===== src/rtl/vjh_pkg.sv =====
package vjh_pkg;
  typedef enum logic [1:0] {
    PATH_NONE = 2'd0,
    PATH_VIR  = 2'd1,
    PATH_VDR  = 2'd2
  } path_e;

  localparam int unsigned HUB_VIR_W = 4;
endpackage


===== src/rtl/vjh_decode.sv =====
module vjh_decode
  import vjh_pkg::*;
#(
  parameter int unsigned IR_W       = 10,
  parameter logic [IR_W-1:0] SEL_CODE = IR_W'(10'h00E),
  parameter logic [IR_W-1:0] DAT_CODE = IR_W'(10'h00C)
) (
  input  logic [IR_W-1:0] ir_i,
  output path_e           path_o
);
  always_comb begin
    if (ir_i == SEL_CODE)      path_o = PATH_VIR;
    else if (ir_i == DAT_CODE) path_o = PATH_VDR;
    else                       path_o = PATH_NONE;
  end
endmodule


===== src/rtl/vjh_vir_sr.sv =====
module vjh_vir_sr #(
  parameter int unsigned ADDR_W = 2,
  parameter int unsigned VIR_W  = 6,
  localparam int unsigned SR_W  = ADDR_W + VIR_W
) (
  input  logic            tck_i,
  input  logic            rst_ni,
  input  logic            tlr_i,
  input  logic            en_i,
  input  logic            capture_i,
  input  logic            shift_i,
  input  logic            tdi_i,
  input  logic [SR_W-1:0] cap_word_i,
  output logic [SR_W-1:0] sr_o
);
  logic [SR_W-1:0] sr_q;

  always_ff @(posedge tck_i or negedge rst_ni) begin
    if (!rst_ni)                sr_q <= '0;
    else if (tlr_i)             sr_q <= '0;
    else if (en_i && capture_i) sr_q <= cap_word_i;
    else if (en_i && shift_i)   sr_q <= {tdi_i, sr_q[SR_W-1:1]};
  end

  assign sr_o = sr_q;
endmodule


===== src/rtl/vjh_vir_bank.sv =====
module vjh_vir_bank
  import vjh_pkg::*;
#(
  parameter int unsigned NUM_NODES = 2,
  parameter int unsigned NODE_IRW [NUM_NODES] = '{3, 6},
  parameter int unsigned ADDR_W = 2,
  parameter int unsigned VIR_W  = 6
) (
  input  logic                       tck_i,
  input  logic                       rst_ni,
  input  logic                       tlr_i,
  input  logic                       wr_i,
  input  logic [ADDR_W-1:0]          wr_addr_i,
  input  logic [VIR_W-1:0]           wr_val_i,
  output logic [ADDR_W-1:0]          addr_o,
  output logic [NUM_NODES*VIR_W-1:0] node_vir_o,
  output logic [VIR_W-1:0]           rd_val_o
);
  logic [ADDR_W-1:0]    addr_q;
  logic [HUB_VIR_W-1:0] hub_vir_q;
  logic [VIR_W-1:0]     vir_q [NUM_NODES];

  always_ff @(posedge tck_i or negedge rst_ni) begin
    if (!rst_ni) begin
      addr_q    <= '0;
      hub_vir_q <= '0;
    end else if (tlr_i) begin
      addr_q    <= '0;
      hub_vir_q <= '0;
    end else if (wr_i) begin
      addr_q <= wr_addr_i;
      if (wr_addr_i == '0) hub_vir_q <= wr_val_i[HUB_VIR_W-1:0];
    end
  end

  for (genvar k = 0; k < NUM_NODES; k++) begin : g_node
    // node keeps only its own instruction width
    localparam logic [VIR_W-1:0] MASK = {VIR_W{1'b1}} >> (VIR_W - NODE_IRW[k]);

    always_ff @(posedge tck_i or negedge rst_ni) begin
      if (!rst_ni)                                    vir_q[k] <= '0;
      else if (tlr_i)                                 vir_q[k] <= '0;
      else if (wr_i && wr_addr_i == ADDR_W'(k + 1))   vir_q[k] <= wr_val_i & MASK;
    end

    assign node_vir_o[k*VIR_W +: VIR_W] = vir_q[k];
  end

  always_comb begin
    rd_val_o = '0;
    if (addr_q == '0) rd_val_o = VIR_W'(hub_vir_q);
    for (int k = 0; k < NUM_NODES; k++) begin
      if (addr_q == ADDR_W'(k + 1)) rd_val_o = vir_q[k];
    end
  end

  assign addr_o = addr_q;
endmodule


===== src/rtl/vjh_route.sv =====
module vjh_route
  import vjh_pkg::*;
#(
  parameter int unsigned NUM_NODES = 2,
  parameter int unsigned ADDR_W    = 2
) (
  input  logic                 tck_i,
  input  logic                 rst_ni,
  input  logic                 tlr_i,
  input  path_e                path_i,
  input  logic [ADDR_W-1:0]    addr_i,
  input  logic                 capture_i,
  input  logic                 shift_i,
  input  logic                 update_i,
  input  logic                 tdi_i,
  input  logic                 sr_lsb_i,
  input  logic [NUM_NODES-1:0] node_tdo_i,
  output logic [NUM_NODES-1:0] node_capture_o,
  output logic [NUM_NODES-1:0] node_shift_o,
  output logic [NUM_NODES-1:0] node_update_o,
  output logic                 tdo_o,
  output logic                 tdo_en_o
);
  logic [NUM_NODES-1:0] hit;
  logic                 any_hit;
  logic                 vdr;
  logic                 byp_q;

  for (genvar k = 0; k < NUM_NODES; k++) begin : g_hit
    assign hit[k] = (addr_i == ADDR_W'(k + 1));
  end

  assign any_hit = |hit;
  assign vdr     = (path_i == PATH_VDR);

  assign node_capture_o = (vdr && capture_i) ? hit : '0;
  assign node_shift_o   = (vdr && shift_i)   ? hit : '0;
  assign node_update_o  = (vdr && update_i)  ? hit : '0;

  // one-bit bypass for the hub's own data path
  always_ff @(posedge tck_i or negedge rst_ni) begin
    if (!rst_ni)                          byp_q <= 1'b0;
    else if (tlr_i)                       byp_q <= 1'b0;
    else if (vdr && !any_hit && capture_i) byp_q <= 1'b0;
    else if (vdr && !any_hit && shift_i)   byp_q <= tdi_i;
  end

  always_comb begin
    unique case (path_i)
      PATH_VIR: tdo_o = sr_lsb_i;
      PATH_VDR: tdo_o = any_hit ? |(node_tdo_i & hit) : byp_q;
      default:  tdo_o = 1'b0;
    endcase
  end

  assign tdo_en_o = (path_i != PATH_NONE);
endmodule


===== src/rtl/vjh_hub.sv =====
module vjh_hub
  import vjh_pkg::*;
#(
  parameter int unsigned NUM_NODES = 2,
  parameter int unsigned NODE_IRW [NUM_NODES] = '{3, 6},
  parameter int unsigned IR_W = 10,
  parameter logic [IR_W-1:0] SEL_CODE = IR_W'(10'h00E),
  parameter logic [IR_W-1:0] DAT_CODE = IR_W'(10'h00C),
  localparam int unsigned ADDR_W = $clog2(NUM_NODES + 1),
  localparam int unsigned VIR_W  = vir_width(),
  localparam int unsigned SR_W   = ADDR_W + VIR_W
) (
  input  logic                       tck_i,
  input  logic                       rst_ni,
  input  logic                       tlr_i,
  input  logic [IR_W-1:0]            ir_i,
  input  logic                       capture_dr_i,
  input  logic                       shift_dr_i,
  input  logic                       update_dr_i,
  input  logic                       tdi_i,
  input  logic [NUM_NODES-1:0]       node_tdo_i,
  output logic [NUM_NODES*VIR_W-1:0] node_vir_o,
  output logic [NUM_NODES-1:0]       node_capture_o,
  output logic [NUM_NODES-1:0]       node_shift_o,
  output logic [NUM_NODES-1:0]       node_update_o,
  output logic                       tdo_o,
  output logic                       tdo_en_o
);
  function automatic int unsigned vir_width();
    int unsigned m = HUB_VIR_W;
    for (int i = 0; i < NUM_NODES; i++) if (NODE_IRW[i] > m) m = NODE_IRW[i];
    return m;
  endfunction

  path_e             path;
  logic [SR_W-1:0]   sr;
  logic [ADDR_W-1:0] addr;
  logic [VIR_W-1:0]  rd_val;
  logic              vir_path;

  assign vir_path = (path == PATH_VIR);

  vjh_decode #(
    .IR_W(IR_W), .SEL_CODE(SEL_CODE), .DAT_CODE(DAT_CODE)
  ) u_dec (
    .ir_i(ir_i), .path_o(path)
  );

  vjh_vir_sr #(
    .ADDR_W(ADDR_W), .VIR_W(VIR_W)
  ) u_sr (
    .tck_i(tck_i), .rst_ni(rst_ni), .tlr_i(tlr_i), .en_i(vir_path),
    .capture_i(capture_dr_i), .shift_i(shift_dr_i), .tdi_i(tdi_i),
    .cap_word_i({addr, rd_val}), .sr_o(sr)
  );

  vjh_vir_bank #(
    .NUM_NODES(NUM_NODES), .NODE_IRW(NODE_IRW), .ADDR_W(ADDR_W), .VIR_W(VIR_W)
  ) u_bank (
    .tck_i(tck_i), .rst_ni(rst_ni), .tlr_i(tlr_i),
    .wr_i(vir_path && update_dr_i),
    .wr_addr_i(sr[SR_W-1 -: ADDR_W]), .wr_val_i(sr[VIR_W-1:0]),
    .addr_o(addr), .node_vir_o(node_vir_o), .rd_val_o(rd_val)
  );

  vjh_route #(
    .NUM_NODES(NUM_NODES), .ADDR_W(ADDR_W)
  ) u_route (
    .tck_i(tck_i), .rst_ni(rst_ni), .tlr_i(tlr_i), .path_i(path), .addr_i(addr),
    .capture_i(capture_dr_i), .shift_i(shift_dr_i), .update_i(update_dr_i),
    .tdi_i(tdi_i), .sr_lsb_i(sr[0]), .node_tdo_i(node_tdo_i),
    .node_capture_o(node_capture_o), .node_shift_o(node_shift_o),
    .node_update_o(node_update_o), .tdo_o(tdo_o), .tdo_en_o(tdo_en_o)
  );
endmodule


===== config.mk =====
export PLATFORM = sky130hd
export DESIGN_NAME = vjh_hub
export DESIGN_NICKNAME = d
export VERILOG_FILES = /design/src/rtl/vjh_pkg.sv /design/src/rtl/vjh_decode.sv /design/src/rtl/vjh_vir_sr.sv /design/src/rtl/vjh_vir_bank.sv /design/src/rtl/vjh_route.sv /design/src/rtl/vjh_hub.sv
export SDC_FILE = /design/constraint.sdc
export NUM_CORES = 1
export LEC_CHECK = 0
export BUFFER_PORTS_ARGS = -buffer_cell sky130_fd_sc_hd__buf_2
export CAP_MARGIN = 0
export CORE_ASPECT_RATIO = 1.1
export CORE_MARGIN = 2
export CORE_UTILIZATION = 45
export CTS_CLUSTER_SIZE = 8
export DETAILED_ROUTE_END_ITERATION = 7
export MAX_ROUTING_LAYER = met4
export PLACE_DENSITY = 0.7
export SLEW_MARGIN = 15
export SYNTH_ARGS = -nofsm -noshare
export SYNTH_HDL_FRONTEND = slang
export SYNTH_SLANG_ARGS = --single-unit

===== constraint.sdc =====
create_clock -name tck_i -period 2.6 [get_ports tck_i]
set_input_delay 0.52 -clock tck_i [delete_from_list [all_inputs] [get_ports tck_i]]
set_output_delay 0.52 -clock tck_i [all_outputs]
set_load 0.01 [all_outputs]

## Yosys cells after proc, flatten, opt, wreduce, memory -nomap -nowiden

Cells that the tools add are included.

| cells by class | value |
|---|---|
| eq/ne operators | 8 |
| bitwise gates (word level) | 1 |
| multiplexer cells | 25 |
| reduce and logical (&&, ||, !) cells | 24 |

Operator list:

| kind | number |
|---|---|
| $mux W6 | 6 |
| $mux W8 | 3 |
| $eq A10 B4 Y1 const B | 2 |
| $mux W4 | 4 |
| $mux W2 | 7 |
| $logic_and A1 B1 Y1 | 11 |
| $reduce_bool A2 Y1 | 5 |
| $eq A2 B1 Y1 const B | 3 |
| $eq A2 B2 Y1 const B | 3 |
| $reduce_bool A3 Y1 | 2 |
| $logic_not A2 Y1 | 2 |
| $mux W1 | 4 |
| $reduce_or A2 Y1 | 2 |
| $and A2 B2 Y2 | 1 |
| $pmux W1 S2 | 1 |
| $reduce_and A2 Y1 | 1 |
| $logic_not A1 Y1 | 1 |

| word-level totals | value |
|---|---|
| input bits | 19 |
| word-level logic and storage cells | 64 |
| bits in registers | 27 |

## Logic depth before layout (Yosys ltp)

Gate-level depths: netlist (run 1).

| logic depth | value |
|---|---|
| depth after elaboration | 9 |
| depth in mapped cells | 7 |

## Modules after synthesis

Synthesis (run 1) repeated with hierarchy kept, for this count alone.

| second synthesis, totals | value |
|---|---|
| cell total of the unflattened synthesis | 143 |
| area total of the unflattened synthesis | 1539.0 µm² |

Modules (own cells, without submodules):

| module | cells an instance | times used | area an instance (µm²) |
|---|---|---|---|
| vjh_vir_bank | 74 | 1 | 819.5 |
| vjh_vir_sr | 37 | 1 | 446.7 |
| vjh_route | 26 | 1 | 217.7 |
| vjh_decode | 4 | 1 | 40.0 |
| vjh_hub | 2 | 1 | 15.0 |

## Worst setup path after synthesis (run 1)

OpenSTA, ideal clock, no wires.

| path | value |
|---|---|
| path type | input-to-output |
| start | input ir_i[6] |
| end | output node_capture_o[0] |
| cell stages on the path | 4 |
| arrival | 1.820 ns |
| path buffers | 1 |
| path slack | 0.260 ns |
| path through | or2_2 buf_6 nor4_1 and3_1 |

| between the ends | value |
|---|---|
| cells in the longest elaborated chain, start to end | 6 |
| elaborated cells between the ends (all ways) | 7 |

RTL lines:

| what | RTL line | text |
|---|---|---|
| start: declaration | vjh_hub.sv:16 | `input logic [IR_W-1:0] ir_i,` |
| $eq A10 B4 Y1 | vjh_decode.sv:13 | `else if (ir_i == DAT_CODE) path_o = PATH_VDR;` |
| $mux W2 | vjh_decode.sv:13 |  |
| $mux W2 (*) | vjh_decode.sv:12 | `if (ir_i == SEL_CODE) path_o = PATH_VIR;` |
| $eq A2 B2 Y1 (*) | vjh_route.sv:34 | `assign vdr = (path_i == PATH_VDR);` |
| $logic_and A1 B1 Y1 (*) | vjh_route.sv:36 | `assign node_capture_o = (vdr && capture_i) ? hit : '0;` |
| $mux W2 (*) | vjh_route.sv:36 |  |
| end: declaration | vjh_hub.sv:23 | `output logic [NUM_NODES-1:0] node_capture_o,` |

Every way passes the cells marked *; elsewhere a longest branch is shown, timed or not.

## Final worst setup path (run 1)

| path | value |
|---|---|
| start | input ir_i[6] |
| end | output node_update_o[0] |

| between the ends | value |
|---|---|
| cells in the longest elaborated chain, start to end | 6 |
| elaborated cells between the ends (all ways) | 7 |

RTL lines:

| what | RTL line | text |
|---|---|---|
| $eq A10 B4 Y1 | vjh_decode.sv:13 |  |
| $mux W2 | vjh_decode.sv:13 |  |
| $mux W2 (*) | vjh_decode.sv:12 |  |
| $eq A2 B2 Y1 (*) | vjh_route.sv:34 |  |
| $logic_and A1 B1 Y1 (*) | vjh_route.sv:38 | `assign node_update_o = (vdr && update_i) ? hit : '0;` |
| $mux W2 (*) | vjh_route.sv:38 |  |
| end: declaration | vjh_hub.sv:25 | `output logic [NUM_NODES-1:0] node_update_o,` |

Marks and branches as above.

==> results of run 1 <==
## area by class of cell
cell class,instances,share of cell area (%)
Clock buffer,4,2.13
Inverter,3,0.661
Multi-Input combinational cell,112,46.5
Sequential cell,24,35.3
Tap cell,34,2.50
Timing Repair Buffer,41,12.9
## per-stage QoR
step | cell area, um2 | setup WS, ps | total power, mW | std cells
CTS | 1700 | 285 | 0.632 | 218
floorplan | 1470 | 260 | 0.408 | 149
global placement | 1670 | 331 | 0.429 | 214
detailed placement | 1670 | 288 | 0.430 | 214
global route | 1700 | 186 | 0.651 | 218
finish | 1700 | 291 | 0.622 | 218
## per-layer routing
metal / track usage, % / share of wire, % / vias up
met5: - / 0 / -
met4: 8.14 / 0.57 / 0
met3: 3.44 / 6.0 / 2
met2: 31.9 / 46 / 35
met1: 27.6 / 47 / 565
li1: - / - / 594
## synthesized netlist by cell type (2+ instances only)
cell	count
nand2_1	14
o21ai_1	8
clkbuf_1	5
ha_1	3
nand4bb_1	2
a21oi_1	7
nand3b_1	4
buf_4	3
buf_6	2
dfrtp_1	24
nor4_4	3
mux2i_1	23
nor2b_1	4
nand4b_1	2
inv_1	3
and3_1	6
nor2_1	16
and2_1	2
o21ai_0	3
## logic make-up (layout without fill, tap and decap cells)
family / count (synthesis) / count (layout) / synth area share [%]
other cells: 1 / 3 / 0.257
flops: 24 / 24 / 41.1
fa+ha+maj: 3 / 3 / 2.57
buf+inv: 13 / 48 / 5.14
compound gates: 23 / 23 / 9.17
mux: 23 / 23 / 15.8
simple gates: 60 / 60 / 26.0
## flip-flops by register name, indices dropped and copies added, names as in the netlist
signal,cells
u_bank.node_vir_o,9
u_sr.sr_o,8
u_bank.hub_vir_q,4
u_bank.addr_o,2
u_route.byp_q,1
## power by group through the flow
stage	registers (mW)	clock network [mW]	logic (mW)
2_1_floorplan	0.380	0	0.0271
3_3_place_gp	0.380	0	0.0484
3_5_place_dp	0.380	0	0.0499
4_1_cts	0.373	0.208	0.0501
5_1_grt	0.373	0.221	0.0561
6_report	0.373	0.200	0.0491
## worst min-delay path by stage
| stage | start | endpoint | slack, ps | cells after the start |
|---|---|---|---|---|
| after CTS | rst_ni | u_sr.sr_o[2]$_DFFE_PN0P_ | 170 | 1 |
| after detailed placement | u_bank.hub_vir_q[2]$_DFFE_PN0P_ | u_bank.hub_vir_q[2]$_DFFE_PN0P_ | 520 | 2 |
| after global placement | u_sr.sr_o[5]$_DFFE_PN0P_ | u_sr.sr_o[5]$_DFFE_PN0P_ | 500 | 2 |
| after floorplan | rst_ni | u_bank.addr_o[0]$_DFFE_PN0P_ | 220 | 0 |
| final | rst_ni | u_sr.sr_o[4]$_DFFE_PN0P_ | 170 | 1 |
| after global routing | rst_ni | u_bank.node_vir_o[8]$_DFFE_PN0P_ | 190 | 1 |
==> results by group, run 1 <==
Setup path
  – Crit path DAT: 1790 ps
  – Max incr delay on CP: 400 ps
  – WP buf/inv: 3
  – Worst path required time: 2080 ps
  – Critical path, cell by cell: buf_2 > or2_2 > nor4_1 > buf_4 > and3_1 > buf_2
  – Flop2flop setup slack: 940 ps
  – Setup CP Type: in2out
  – Slowest-stage cell, CP: or2_2
  – CP endpoint: node_update_o[0]
  – R2r worst-path depth: 4
  – CP Depth: 6
  – Worst setup SP type: input pin
  – Setup crit end kind: primary output
  – Crit path max-delay family: simple AND/OR/NAND/NOR gates
  – Critical Path Most Common Cell: buf_2
  – CP Launch Point: ir_i[6]
  – Worst R2R End: u_route.byp_q$_DFFE_PN0P_
  – RR Startpoint: u_bank.addr_o[0]$_DFFE_PN0P_
  – Crit path max fanout: 8

STA
  – Slew Limit Headroom: 48.9%
  – Setup TNS: 0 ps
  – Clk_skew: 4.39 ps
  – Max Fclk: 0.433 GHz
  – Hold Vio Cnt, Final: 0
  – Tmin final: 2310 ps
  – Period utilization: 88.8%
  – WHS: 169 ps
  – Unrepaired setup endpoints after global routing: false
  – Slew Viols, Final: 0
  – Final setup fails: 0
  – Worst-Margin Slew: 765 ps

Synth
  – Asr flop ratio synth: 100%
  – Mean post-synth cell area: 9.93 um2
  – Synthesized area: 0.00146 mm2
  – Area contributors post-synth: dfrtp_1 (41%), mux2i_1 (16%), nor4_4 (4.4%)
  – Sequential area share after synthesis: 41.1%
  – Cells after Synth: 147
  – Register bit total from synthesis: 24
  – Synth unique cells: 32
  – Synth Flop Type: dfrtp_1
  – Warning count from the yosys run: 0
  – Top cell type's share of synthesized area: 41.1%
  – Post-synth top area cell: dfrtp_1
  – Number of synthesized flops with an enable pin: 0

Routing
  – Detailed-route via count: 1,196
  – DR pass1 iterations: 4
  – Vias/cell: 5.49
  – DRC Markers: 0
  – DRT antenna net count: 0
  – Drt total wl: 3.33 mm
  – Initial DRC count: 57
  – Avg WL per Cell: 15.3 um

Clock network
  – CTS resizes: 0
  – Post-CTS Setup Bufs: 0
  – Clk sinks: 24
  – Clk root buf: clkbuf_4
  – Worst-skew pair later-pin latency: 310 ps
  – Htree depth: 1
  – CTS Buf Count: 3
  – CTS tree: yes
  – CTS Hold Bufs: 0
  – Clock-pin slew on the worst setup and hold paths: 130 ps
  – CTS max path bufs: 2

Die
  – # IOs: 39
  – Site row count: 21
  – Starting density of the core: 47.5%
  – Die height: 63.7 um
  – Placeable Area: 0.00307 mm2
  – Die Wd: 58.3 um
  – Total Die Area: 0.00372 mm2

Layout
  – Seq. cell area: 601 um2
  – Commonest cells after routing, fill and taps aside: buf_2 (35), dfrtp_1 (24), mux2i_1 (23)
  – Number of fillers in the final layout: 286
  – Utilization after layout: 55.4%
  – Share of layout cells above drive strength 1: 27.7%
  – Footprint of the multi-input gates: 792 um2
  – Antenna fix cells: 0
  – Net count, final: 207
  – Area grow syn2layout: 16.6%
  – Commonest non-fill, non-tap cell in the layout: buf_2

Power
  – Leak Pwr: 0.781 nW
  – Switch share: 23.8%
  – Clock Power Share: 32.1%
  – Reg power frac: 60.0%
  – Worst vdd ir: 0.328 mV
  – Internal: 474 uW
  – Combinational share of power: 7.9%
  – Power Density: 365 mW/mm2
  – Switching power: 148 uW

Placement
  – PortBufs: 35
  – Routability Congestion: 0.895
  – DP HPWL: 2.48 mm

Outcome
  – Status: finished, final reports clean

GRT
  – Total grt overflow: 0
  – Largest net degree at the start of global routing: 25
  – Initial antenna violation count: 0
  – Total global routing track utilization: 20.9%
  – First-pass GRT wire length: 5.84 mm
  – Vias in the first global route: 1,229

Flow run
  – Max_cap viols: 0

Worst hold path
  – Hold crit path type: in2async
(Power assumes the default switching activity.)
==> run 2, diff against run 1 <==
--- a/config.mk
+++ b/config.mk
@@ -6,15 +6,16 @@
 export NUM_CORES = 1
 export LEC_CHECK = 0
 export BUFFER_PORTS_ARGS = -buffer_cell sky130_fd_sc_hd__buf_2
-export CAP_MARGIN = 0
+export CAP_MARGIN = 20
 export CORE_ASPECT_RATIO = 1.1
 export CORE_MARGIN = 2
 export CORE_UTILIZATION = 45
 export CTS_CLUSTER_SIZE = 8
 export DETAILED_ROUTE_END_ITERATION = 7
 export MAX_ROUTING_LAYER = met4
-export PLACE_DENSITY = 0.7
+export PLACE_DENSITY = 0.69
 export SLEW_MARGIN = 15
 export SYNTH_ARGS = -nofsm -noshare
 export SYNTH_HDL_FRONTEND = slang
+export SYNTH_HIERARCHICAL = 1
 export SYNTH_SLANG_ARGS = --single-unit
==> run 2 against run 1 <==
Against the previous run: the flow now finishes with violations (negative setup slack); non-clock buffer count rose by 4; global-route usage shrank 1.0 points; register-to-register slack better by 120 ps; count of clock-buffer cells in the layout is 1 lower; clock skew shrank 0.85 ps; clock power fell by 19%; synthesized cell count is 2.7% lower; worst setup slack got worse by 550 ps; critical path type unchanged; largest cell class unchanged.
==> results by group, run 2 <==
Routing
  – Drt total wl: 3.56 mm
  – DR pass1 iterations: 4
  – DRC Markers: 0
  – Detailed-route via count: 1,205
  – Initial DRC count: 55
  – Vias/cell: 5.50
  – Avg WL per Cell: 16.2 um
  – DRT antenna net count: 0

STA
  – Final setup fails: 7
  – Slew Viols, Final: 0
  – Max Fclk: 0.350 GHz
  – Tmin final: 2860 ps
  – Slew Limit Headroom: 64.1%
  – Worst-Margin Slew: 539 ps
  – Period utilization: 110%
  – Setup ws final: -260 ps
  – Clk_skew: 3.54 ps
  – Hold Vio Cnt, Final: 0
  – Unrepaired setup endpoints after global routing: true

Synth
  – Mean post-synth cell area: 10.8 um2
  – Post-synth top area cell: dfrtp_1
  – Most common cell in the netlist: nand2b_1
  – Area contributors post-synth: dfrtp_1 (39%), mux2i_1 (18%), nand2b_1 (12%)
  – Cells after Synth: 143
  – Synth unique cells: 31
  – Post-synth top cells: nand2b_1 (29), mux2i_1 (27), dfrtp_1 (24)
  – Register bit total from synthesis: 24
  – Sequential area share after synthesis: 39.0%
  – Warning count from the yosys run: 6
  – Synth Flop Type: dfrtp_1
  – Top cell type's share of synthesized area: 39.0%
  – Number of synthesized flops with an enable pin: 0
  – Synthesized area: 0.00154 mm2
  – Asr flop ratio synth: 100%

Layout
  – Cell area after layout: 0.00192 mm2
  – Commonest cells after routing, fill and taps aside: nand2b_1 (29), buf_2 (28), mux2i_1 (27)
  – Utilization after layout: 58.2%
  – Antenna fix cells: 0
  – Number of flip-flops in the largest register: 9
  – Net count, final: 209
  – Share of layout cells above drive strength 1: 34.4%
  – Post-Layout Cell Count: 219
  – Commonest non-fill, non-tap cell in the layout: nand2b_1
  – Area grow syn2layout: 24.9%
  – Seq. cell area: 601 um2
  – Footprint of the multi-input gates: 937 um2
  – Number of fillers in the final layout: 285

Clock network
  – CTS max path bufs: 2
  – Clk sinks: 24
  – CTS Buf Count: 3
  – Worst-skew pair later-pin latency: 310 ps
  – CTS tree: yes
  – Htree depth: 1
  – CTS Hold Bufs: 0
  – Clock-pin slew on the worst setup and hold paths: 120 ps
  – Clk root buf: clkbuf_4

Power
  – Power Density: 306 mW/mm2
  – Leak Pwr: 0.936 nW
  – Worst vdd ir: 0.229 mV
  – Power Total: 587 uW

GRT
  – Largest net degree at the start of global routing: 33
  – Total global routing track utilization: 19.9%
  – Initial antenna violation count: 0
  – First-pass GRT wire length: 5.76 mm
  – Total grt overflow: 0
  – Vias in the first global route: 1,246

Placement
  – PortBufs: 35
  – Routability Congestion: 0.732
  – Inst Count DP: 214
  – Placed Area: 0.00179 mm2
  – Pre-CTS WS: -286 ps
  – DP HPWL: 2.56 mm

Die
  – Site row count: 22
  – Placeable Area: 0.00330 mm2
  – Starting density of the core: 46.6%
  – Die Wd: 59.8 um
  – Total Die Area: 0.00390 mm2
  – Die height: 65.3 um
  – # IOs: 39

Setup path
  – Crit path max fanout: 2
  – Slowest-stage cell, CP: or4_4
  – Critical path, cell by cell: buf_6 > or4_4 > nor4b_4 > inv_2 > ha_4 > and3_4 > a41o_1 > buf_2
  – Crit path max-delay family: simple AND/OR/NAND/NOR gates
  – Setup crit end kind: primary output
  – Setup CP Type: in2out
  – Max incr delay on CP: 570 ps
  – Worst path required time: 2080 ps
  – Worst setup SP type: input pin
  – Crit path DAT: 2340 ps
  – WP buf/inv: 3

Outcome
  – Violations in the final reports: negative setup slack
  – Status: complete, but fails checks

Flow run
  – Max_cap viols: 0

Worst hold path
  – Hold crit path type: in2async
[run 2: cell types whose count changed in the layout (fill, tap and decap cells not counted), sizes merged, moves of 3 or more]
cell     previous run  this run
nand2              14         0
o2bb2ai             0         3
mux2i              23        27
o32ai               0         9
nor4                5         1
o21ai              11         0
nand2b              0        30
a21oi               7         0
buf                41        45
nor2               16         4
nand3b              4         1
[run 2: per-layer routing]
layer  GRT usage (%)  up-vias  routed length (um)
li1                -      589                   -
met3            2.36        4                 115
met2            35.1       29                1910
met5               -        -                   0
met4            6.67        0                  48
met1            22.9      583                1480
[run 2: logic make-up after synthesis]
kind of cell / share of synthesized area (%)
DFF: 39.0
and+or+nand+nor: 24.1
adders and majority gates: 4.07
buffers and inverters: 5.69
other: 0.244
AOI/OAI and AO/OA: 9.27
muxes: 17.6
[run 2: repair_timing]
item | CTS | global route
cloned | 0 | 0
gates resized for setup | 12 | 8
pin swaps | 4 | 5
buffers inserted | 2 | 2
setup endpoints to repair | 7 | 7
hold endpoints to repair | 0 | 0
[run 2: final timing paths]
| kind | start | to | slack (ps) | depth (start not counted) |
|---|---|---|---|---|
| min | rst_ni | u_bank/hub_vir_q[2]$_DFFE_PN0P_ | 170 | 1 |
| max | ir_i[5] | tdo_o | -260 | 8 |
| max reg2reg | u_bank/addr_o[1]$_DFFE_PN0P_ | u_sr/sr_o[1]$_DFFE_PN0P_ | 1060 | 4 |
| min reg2reg | u_route/byp_q$_DFFE_PN0P_ | u_route/byp_q$_DFFE_PN0P_ | 550 | 2 |
| max in group asynchronous | rst_ni | u_sr/sr_o[4]$_DFFE_PN0P_ | 2080 | 1 |
| min in group tck_i | tdi_i | u_route/byp_q$_DFFE_PN0P_ | 490 | 3 |
[run 2: metrics by stage]
stage               setup TNS, ps  hold slack, ps
floorplan                   -60.9             224
global placement            -1280             522
detailed placement          -2110             531
CTS                         -1540             178
global route                -1290             176
finish                       -907             167
[run 2: cell type report]
class | count | area share (%)
Tap cell | 36 | 2.34
Sequential cell | 24 | 31.3
Multi-Input combinational cell | 106 | 48.8
Timing Repair Buffer | 45 | 15.5
Inverter | 5 | 0.977
Clock buffer | 3 | 1.17
[run 2: power by group]
part | leakage [nW] | switching, mW | internal, mW | total (mW)
combinational | 0.586 | 0.0300 | 0.0233 | 0.0534
clock | 0.0138 | 0.107 | 0.0543 | 0.161
sequential | 0.335 | 0.00000801 | 0.373 | 0.373
[run 2: worst reg2reg max path, stage by stage (launching register included)]
cell and delay [ps]:
dfrtp_1 550, nor2b_1 390, o2bb2ai_1 180, mux2i_1 100, o32ai_1 240
